`src/rtl/sfx_pkg.sv`:
```
// Package: shared constants and encodings for the serial frame transmitter.
// Assumes: character width is 8 and the shortest data length is 5 bits.
package sfx_pkg;

    localparam int SFX_DATA_W   = 8;
    localparam int SFX_MIN_BITS = 5;

    typedef enum logic [2:0] {
        ST_IDLE,
        ST_START,
        ST_DATA,
        ST_PARITY,
        ST_STOP
    } sfx_state_e;

    typedef enum logic [1:0] {
        PAR_NONE     = 2'd0,
        PAR_EVEN     = 2'd1,
        PAR_ODD      = 2'd2,
        PAR_NONE_ALT = 2'd3
    } sfx_par_e;

    typedef enum logic [1:0] {
        STOP_ONE      = 2'd0,
        STOP_ONE_HALF = 2'd1,
        STOP_TWO      = 2'd2,
        STOP_TWO_ALT  = 2'd3
    } sfx_stop_e;

endpackage

```
`src/rtl/sfx_bit_timer.sv`:
```
// Module: down-counter that measures the segments of a frame.
// A load sets the count to (segment length - 1). expire_o is high while
// the count is zero. The owner decides whether an expiry means anything.
// Assumes: load_val_i fits in CNT_W bits.
module sfx_bit_timer #(
    parameter int CNT_W = 4
) (
    input  logic             clk,
    input  logic             rst_n,
    input  logic             load_i,
    input  logic [CNT_W-1:0] load_val_i,
    output logic             expire_o
);

    logic [CNT_W-1:0] cnt_q;

    // Load on request, otherwise count down to zero and stay there.
    always_ff @(posedge clk) begin
        if (!rst_n) begin
            cnt_q <= '0;
        end else if (load_i) begin
            cnt_q <= load_val_i;
        end else if (cnt_q != '0) begin
            cnt_q <= cnt_q - 1'b1;
        end
    end

    assign expire_o = (cnt_q == '0);

    // Segment lengths rely on a steady one-per-cycle decrement.
    assert_count_down_R5: assert property (@(posedge clk) disable iff (!rst_n)
        (!load_i && cnt_q != '0) |=> (cnt_q == $past(cnt_q) - 1'b1));

endmodule

```
`src/rtl/sfx_parity.sv`:
```
// Module: parity bit over the data bits actually sent.
// Bits at or above (5 + len_sel_i) are masked off. The bit makes the total
// count of ones even, or odd when odd_i is set.
// Assumes: a purely combinational path fed from captured registers.
module sfx_parity
    import sfx_pkg::*;
(
    input  logic [SFX_DATA_W-1:0] data_i,
    input  logic [1:0]            len_sel_i,
    input  logic                  odd_i,
    output logic                  par_o
);

    logic [SFX_DATA_W-1:0] used;

    // One mask gate per data bit position.
    for (genvar g = 0; g < SFX_DATA_W; g++) begin : g_mask
        assign used[g] = data_i[g] & (g < SFX_MIN_BITS + int'(len_sel_i));
    end

    // Fold the kept bits and flip for odd mode.
    always_comb begin
        par_o = (^used) ^ odd_i;
    end

endmodule

```
`src/rtl/serial_frame_tx.sv`:
```
// Module: serialises one character per accepted start strobe onto an
// idle-high line. The frame is: start (0), 5..8 data bits LSB first,
// optional parity, and a high stop interval of 1, 1.5 or 2 bit periods.
// Assumes: CLKS_PER_BIT >= 2. Settings are captured at acceptance and a
// strobe while busy is ignored.
module serial_frame_tx
    import sfx_pkg::*;
#(
    parameter int CLKS_PER_BIT = 5208
) (
    input  logic       clk,
    input  logic       rst_n,
    input  logic       start_i,
    input  logic [7:0] data_i,
    input  logic [1:0] len_sel_i,
    input  logic [1:0] par_sel_i,
    input  logic [1:0] stop_sel_i,
    output logic       tx_o,
    output logic       busy_o,
    output logic       done_o
);

    localparam int CNT_W = $clog2(2 * CLKS_PER_BIT);
    localparam int IDX_W = $clog2(SFX_DATA_W);
    localparam logic [CNT_W-1:0] LOAD_BIT  = CNT_W'(CLKS_PER_BIT - 1);
    localparam logic [CNT_W-1:0] LOAD_1H   = CNT_W'(CLKS_PER_BIT + CLKS_PER_BIT / 2 - 1);
    localparam logic [CNT_W-1:0] LOAD_TWO  = CNT_W'(2 * CLKS_PER_BIT - 1);

    sfx_state_e            state_q, state_d;
    logic [SFX_DATA_W-1:0] data_q;
    logic [1:0]            len_q;
    sfx_par_e              par_q;
    sfx_stop_e             stop_q;
    logic [IDX_W-1:0]      idx_q, idx_d;
    logic                  tx_q, tx_d;
    logic                  busy_q, busy_d;
    logic                  done_q, done_d;

    logic                  load;
    logic [CNT_W-1:0]      load_val;
    logic                  expire;
    logic                  par_bit;
    logic                  par_en;
    logic                  accept;
    logic [IDX_W-1:0]      last_idx;
    logic [CNT_W-1:0]      stop_load;

    sfx_bit_timer #(.CNT_W(CNT_W)) u_timer (
        .clk        (clk),
        .rst_n      (rst_n),
        .load_i     (load),
        .load_val_i (load_val),
        .expire_o   (expire)
    );

    sfx_parity u_parity (
        .data_i    (data_q),
        .len_sel_i (len_q),
        .odd_i     (par_q == PAR_ODD),
        .par_o     (par_bit)
    );

    // Decode the captured settings into frame-shape values.
    always_comb begin
        last_idx = IDX_W'(SFX_MIN_BITS - 1) + IDX_W'(len_q);
        par_en   = (par_q == PAR_EVEN) || (par_q == PAR_ODD);
        accept   = (state_q == ST_IDLE) && start_i;
        case (stop_q)
            STOP_ONE:      stop_load = LOAD_BIT;
            STOP_ONE_HALF: stop_load = LOAD_1H;
            default:       stop_load = LOAD_TWO;
        endcase
    end

    // Step through the frame segments; each segment ends on timer expiry.
    always_comb begin
        state_d  = state_q;
        idx_d    = idx_q;
        tx_d     = tx_q;
        busy_d   = busy_q;
        done_d   = 1'b0;
        load     = 1'b0;
        load_val = LOAD_BIT;
        case (state_q)
            ST_IDLE: begin
                tx_d = 1'b1;
                if (start_i) begin
                    state_d = ST_START;
                    tx_d    = 1'b0;
                    busy_d  = 1'b1;
                    load    = 1'b1;
                end
            end
            ST_START: begin
                if (expire) begin
                    state_d = ST_DATA;
                    idx_d   = '0;
                    tx_d    = data_q[0];
                    load    = 1'b1;
                end
            end
            ST_DATA: begin
                if (expire) begin
                    load = 1'b1;
                    if (idx_q != last_idx) begin
                        idx_d = idx_q + 1'b1;
                        tx_d  = data_q[idx_d];
                    end else if (par_en) begin
                        state_d = ST_PARITY;
                        tx_d    = par_bit;
                    end else begin
                        state_d  = ST_STOP;
                        tx_d     = 1'b1;
                        load_val = stop_load;
                    end
                end
            end
            ST_PARITY: begin
                if (expire) begin
                    state_d  = ST_STOP;
                    tx_d     = 1'b1;
                    load     = 1'b1;
                    load_val = stop_load;
                end
            end
            ST_STOP: begin
                if (expire) begin
                    state_d = ST_IDLE;
                    tx_d    = 1'b1;
                    busy_d  = 1'b0;
                    done_d  = 1'b1;
                end
            end
            default: begin
                state_d = ST_IDLE;
                tx_d    = 1'b1;
                busy_d  = 1'b0;
            end
        endcase
    end

    // Register state and the glitch-free line output.
    always_ff @(posedge clk) begin
        if (!rst_n) begin
            state_q <= ST_IDLE;
            idx_q   <= '0;
            tx_q    <= 1'b1;
            busy_q  <= 1'b0;
            done_q  <= 1'b0;
        end else begin
            state_q <= state_d;
            idx_q   <= idx_d;
            tx_q    <= tx_d;
            busy_q  <= busy_d;
            done_q  <= done_d;
        end
    end

    // Capture character and settings only at acceptance.
    always_ff @(posedge clk) begin
        if (!rst_n) begin
            data_q <= '0;
            len_q  <= '0;
            par_q  <= PAR_NONE;
            stop_q <= STOP_ONE;
        end else if (accept) begin
            data_q <= data_i;
            len_q  <= len_sel_i;
            par_q  <= sfx_par_e'(par_sel_i);
            stop_q <= sfx_stop_e'(stop_sel_i);
        end
    end

    assign tx_o   = tx_q;
    assign busy_o = busy_q;
    assign done_o = done_q;

    assert_idle_line_R1: assert property (@(posedge clk) disable iff (!rst_n)
        !busy_o |-> tx_o);

    assert_start_low_R2: assert property (@(posedge clk) disable iff (!rst_n)
        $rose(busy_o) |-> !tx_o);

    assert_done_single_R7: assert property (@(posedge clk) disable iff (!rst_n)
        done_o |=> !done_o);

    assert_done_ends_busy_R7: assert property (@(posedge clk) disable iff (!rst_n)
        done_o |-> $fell(busy_o));

    assert_hold_settings_R8: assert property (@(posedge clk) disable iff (!rst_n)
        (busy_q && !(state_q == ST_STOP && expire)) |=>
        ($stable(data_q) && $stable(len_q) && $stable(par_q) && $stable(stop_q)));

    assert_busy_ignores_start_R9: assert property (@(posedge clk) disable iff (!rst_n)
        (busy_q && start_i && state_q != ST_START) |=> (state_q != ST_START));

endmodule

```
`config.mk`:
```
export PLATFORM = sky130hd
export DESIGN_NAME = serial_frame_tx
export DESIGN_NICKNAME = d
export VERILOG_FILES = /design/src/rtl/sfx_pkg.sv /design/src/rtl/sfx_bit_timer.sv /design/src/rtl/sfx_parity.sv /design/src/rtl/serial_frame_tx.sv
export SDC_FILE = /design/constraint.sdc
export NUM_CORES = 1
export LEC_CHECK = 0
export CORE_UTILIZATION = 60
export DETAILED_ROUTE_END_ITERATION = 16
export PLACE_DENSITY = 0.8
export SYNTH_ARGS = -nofsm -noshare
export SYNTH_HDL_FRONTEND = slang
export SYNTH_SLANG_ARGS = --single-unit
```
`constraint.sdc`:
```
create_clock -name clk -period 3.95 [get_ports clk]
set_clock_uncertainty 0.2 [all_clocks]
set_input_delay 0.79 -clock clk [delete_from_list [all_inputs] [get_ports clk]]
set_output_delay 0.79 -clock clk [all_outputs]
set_load 0.05 [all_outputs]
```
### Yosys cells after proc, flatten, opt, wreduce, memory -nomap -nowiden

Cells that the tools add are included.

* bits in registers: 37
* bits of input ports: 17
* output and inout bits: 3
* word-level logic and storage cells: 99

* $add $sub $neg: 4
* magnitude comparators: 9
* equal/unequal tests: 16
* muxes and demuxes: 34
* bitwise gates (word level): 10
* reductions and logical operators: 16

Operator list (count)
* 4-bit by 32-bit less-than comparator with 1-bit output (first input constant): 4
* 14-bit two-way mux: 6
* 3-bit by 32-bit less-than comparator with 1-bit output (first input constant): 2
* 14-bit one-hot mux with 2 select lines: 2
* 2-bit by 32-bit less-than comparator with 1-bit output (first input constant): 1
* 3-bit two-way mux: 9
* 3-bit one-hot mux with 5 select lines: 1
* 14-bit logical NOT: 1
* 2-bit != test (second input constant): 7
* 14-bit nonzero test: 1
* 14-bit by 1-bit subtractor with 14-bit output (second input constant): 1
* 1-bit two-way mux: 11
* 1-bit bitwise AND: 8
* 8-bit XOR reduction: 1
* 3-bit by 2-bit == test with 1-bit output (second input constant): 2
* 3-bit one-hot mux with 2 select lines: 1
* 3-bit AND reduction: 2
* 6-bit AND reduction: 1
* 3-bit by 2-bit adder with 4-bit output (first input constant): 1
* 2-bit by 1-bit == test with 1-bit output (second input constant): 2
* 1-bit by 4-bit less-than comparator with 1-bit output (first input constant): 1
* 3-bit by 4-bit less-than comparator with 1-bit output (second input constant): 1
* 1-bit one-hot mux with 4 select lines: 1
* 4-bit AND reduction: 1
* 20 further kinds: 21

### Longest topological paths before layout

* depth after elaboration: 9
* gate-level depth with buffers: 8
* mapped depth without buffers: 7

### Modules after synthesis

A second synthesis with hierarchy kept.

* cell total of the unflattened synthesis: 256
* area, all modules: 2072.0 um2

By module, submodules not included
* serial_frame_tx: times used 1, cells each 145, area an instance 1158.6 um2, seq. area each 460.4 um2
* sfx_bit_timer: times used 1, cells each 101, area an instance 820.8 um2, seq. area each 280.3 um2
* sfx_parity: times used 1, cells each 10, area an instance 92.6 um2, seq. area each 0.0 um2

### Least setup slack after synthesis

No wires, ideal clock.

* path kind: register -> register
* start point: register u_timer.cnt_q[4]
* end point: register busy_q, in the netlist busy_o
* setup time: 0.128 ns
* arrival: 1.992 ns
* required time: 3.622 ns
* path slack: 1.631 ns
* stages on the path, launching flop included: 8
* buffers on the path: 2
* clock period less this slack: 2.319 ns
* cells stage by stage: dfxtp_1 -> or4_1 -> buf_2 -> or4b_4 -> buf_6 -> a21o_1 -> a21oi_1 -> nor2_1

* longest elaborated chain between the ends: 3

RTL lines
* from (decl): line sfx_bit_timer.sv:15 `logic [CNT_W-1:0] cnt_q;`
* from (signal assigned): line sfx_bit_timer.sv:22 `cnt_q <= load_val_i;`
* from (signal assigned): line sfx_bit_timer.sv:24 `cnt_q <= cnt_q - 1'b1;`
* 14-bit logical NOT: line sfx_bit_timer.sv:28 `assign expire_o = (cnt_q == '0);`
* 2-bit != test (no source line)
* 3-bit AND reduction (no source line)
* to (signal assigned): line serial_frame_tx.sv:154 `busy_q <= busy_d;`
* to (decl): line serial_frame_tx.sv:36 `logic busy_q, busy_d;`

No other way between the ends.
A chain may end at the register's enable or synchronous reset.

### Worst setup path in the final report

* start point: register u_timer.cnt_q[0]
* end point: register u_timer.cnt_q[11]

* longest elaborated chain between the ends: 4
* elaborated cells on any way between the ends: 11
* those cells by class: add/sub: 1; mux: 7; reduce/logical: 3

RTL lines
* branches (longest 4 deep; another with 14-bit by 1-bit subtractor with 14-bit output)

Several ways; the timed one is not identified. The select of a mux whose other input is x is not followed.

==> run metrics <==
status complete, no violations; Internal 719 uW; leakage power 0.846 nW; combinational power share 40.0%; Warnings, synthesis 0; RSZ-0062 raised after global routing false; grt peak-use layer met2; DIE WIDTH 59.8 um; antenna violations before repair 0; post-synthesis sequential area ratio 36.9%; CP delay by family, top simple AND/OR/NAND/NOR gates; starting density of the core 64.6%; Yosys cell types 49; Buf+Inv Stages, Crit Path 1; Via density 5.92; Final GP Congestion 0.880; P&R area growth vs syn 13.3%; Slew HR 46.4%; Mapped Avg Cell Area 8.39 um^2; Post-synth ARST share 0%; drt first pass iters 4; HPWL Detailed 3060 um; Worst Path Required 4.03 ns; I/O pin cnt 20; final hold violation count 0; row count 20; PD cells 516 mW/mm^2; Setup Buffers After CTS 0; WS Path Type reg -> reg; register clock-pin slew on the reported worst setup and hold paths 0.12 ns; Max Fclk 366 MHz; Initial DRC Count 155; final net count 277; syn nets 259; CP Data Arrival Time 2.81 ns; sequential power share 43.7%; TritonCTS clock tree done; setup violators final 0; die area 0.00358 mm^2; CP Cell Sequence inv_1 > ha_1 > nor4b_1 > or4b_4 > nor4b_2 > o21a_1; gr ovfl total 0; met2 GRT Util 40.0%; first-pass GRT wire length 7160 um; type of origin of the critical path flop; max-slew violation count 0; fin util 73.3%; hold buffers post-CTS 0; grt met1 use 39.1%; die height 59.8 um; Post-synth EDFFs 0; setup TNS 0 ns; post-synth top area share 36.9%; post-synthesis cell area 0.00201 mm^2; Critical Path Fanout Max 13; top cells by area, synth dfxtp_1, nand2_1, a21oi_1; Total Routing Usage GR 26.9%; cts repair resizes 0; vias in the first global route 1522; CP max-delay cell or4b_4; Yosys reg bits 37; CP Capture Type flop; Core Box Area 0.00310 mm^2; clk sink count 37; detailed-route via count 1787; Worst IR Drop VDD 0.471 mV; cell accounting for the most synthesized area dfxtp_1; main flop type after synthesis dfxtp_1; maximum clock insertion buffer count 2; Port Buffers 19; Period minus WS final 2.73 ns; largest net degree at the start of global routing 26; final wirelength 4300 um; CTS Buf Count 5; Worst Hold Class reg -> reg; cells after synthesis 239; met3 Use GR 6.28%; Antenna Diode Count 0; NetSw 454 uW; clock latency on the worst-skew pair 0.34 ns; clock root buffer clkbuf_4; drt drc 0; Final period util 69.1%; layout cells sized above 1 9.30%; Slew @ Worst Pin 0.803 ns; Clock power frac 16.3%; post-detailed-route count of antenna-violating nets 0; WL/cell 14.2 um; CP peak stage delay 0.66 ns; H-tree lvl count 2; sw frac 38.7%; Max Cap Viol 0
cell type report:
cell class / instances / area, um^2
well taps: 44 / 55.1
clock inverters: 2 / 10.0
inverters: 5 / 18.8
fillers: 274 / 830
multi-input cells: 186 / 1190
flip-flops and latches: 37 / 741
repair buffers: 22 / 213
clock buffers: 6 / 41.3
synth_stat cells, types with 2 or more instances:
cell / number
nor2b_1: 5
nand2b_1: 3
a31oi_1: 3
inv_1: 5
a21o_1: 2
nor4_1: 4
a211oi_1: 4
clkbuf_1: 8
xor2_1: 7
mux4_2: 2
o21a_1: 3
ha_1: 3
or3b_2: 3
or2_2: 3
buf_2: 2
or4_1: 3
xnor2_1: 10
and3_1: 3
a311oi_1: 3
nor2_1: 9
o21ai_0: 9
dfxtp_1: 37
nand2_1: 44
nand3_1: 3
or3_1: 4
nor3_1: 7
a21oi_1: 25
o31ai_1: 2
nand4_1: 2
and3b_1: 2
cell families after synthesis:
logic type	synth area share (%)
fa+ha+maj	1.87
flops	36.9
compound gates	18.0
buf+inv	3.49
mux	2.25
xor+xnor	8.55
simple gates	28.9
sequential cells by signal, indices dropped and copies added (netlist names):
name and flops:
busy_o 1, data_q 8, done_o 1, idx_q 3, len_q 2, par_q 2, state_q 3, stop_q 2
tx_o 1, u_timer.cnt_q 14
layout by cell type, fill, tap and decap left out, types with 4 or more instances in the layout:
master	synthesis	final
nor2b_1	5	5
inv_1	5	5
clkbuf_4	0	5
xnor2_1	10	10
nor2_1	9	9
nor3_1	7	7
clkdlybuf4s50_1	0	19
nor4_1	4	4
o21ai_0	9	9
dfxtp_1	37	37
a211oi_1	4	4
or3_1	4	4
nand2_1	44	44
a21oi_1	25	25
xor2_1	7	7
metrics by stage:
step / area (um^2) / hold WS, ns / cells / total power, mW / setup slack, ns
CTS: 2270 / 0.263 / 302 / 1.17 / 1.26
floorplan: 2010 / 0.236 / 239 / 0.880 / 1.63
finish: 2270 / 0.271 / 302 / 1.17 / 1.22
global placement: 2220 / 0.249 / 294 / 0.971 / 1.22
detailed placement: 2220 / 0.248 / 294 / 0.978 / 1.21
global route: 2270 / 0.315 / 302 / 1.25 / 1.04
tightest hold or removal path: stages, from the launching register on:
cell	delay [ns]
dfxtp_1	0.33
nand2_1	0.05
a21oi_1	0.05
power groups by stage:
stage	combinational [mW]	clock [mW]	sequential, mW
after floorplan	0.371	0	0.509
after global placement	0.452	0	0.519
after detailed placement	0.459	0	0.519
after CTS	0.464	0.193	0.511
after global routing	0.518	0.208	0.525
final	0.469	0.191	0.513
per-layer routing:
layer | wire length [um] | up-vias | share of wire, %
met5 | 0 | - | 0
met4 | 35 | 0 | 0.81
met3 | 192 | 4 | 4.5
met2 | 1880 | 46 | 44
met1 | 2190 | 841 | 51
li1 | - | 896 | -
path summary, 6_finish.rpt:
check                                startpoint                        endpoint  slack, ns  cells after the start
setup / recovery  u_timer.cnt_q[0]$_SDFFE_PN0P_  u_timer.cnt_q[11]$_SDFFE_PN0P_       1.22                      6
hold / removal            par_q[0]$_SDFFE_PN0P_           par_q[0]$_SDFFE_PN0P_       0.27                      2
setup reg to reg  u_timer.cnt_q[0]$_SDFFE_PN0P_  u_timer.cnt_q[11]$_SDFFE_PN0P_       1.22                      6
hold reg to reg           par_q[0]$_SDFFE_PN0P_           par_q[0]$_SDFFE_PN0P_       0.27                      2
Note: power is estimated with default switching activity, not from simulation.
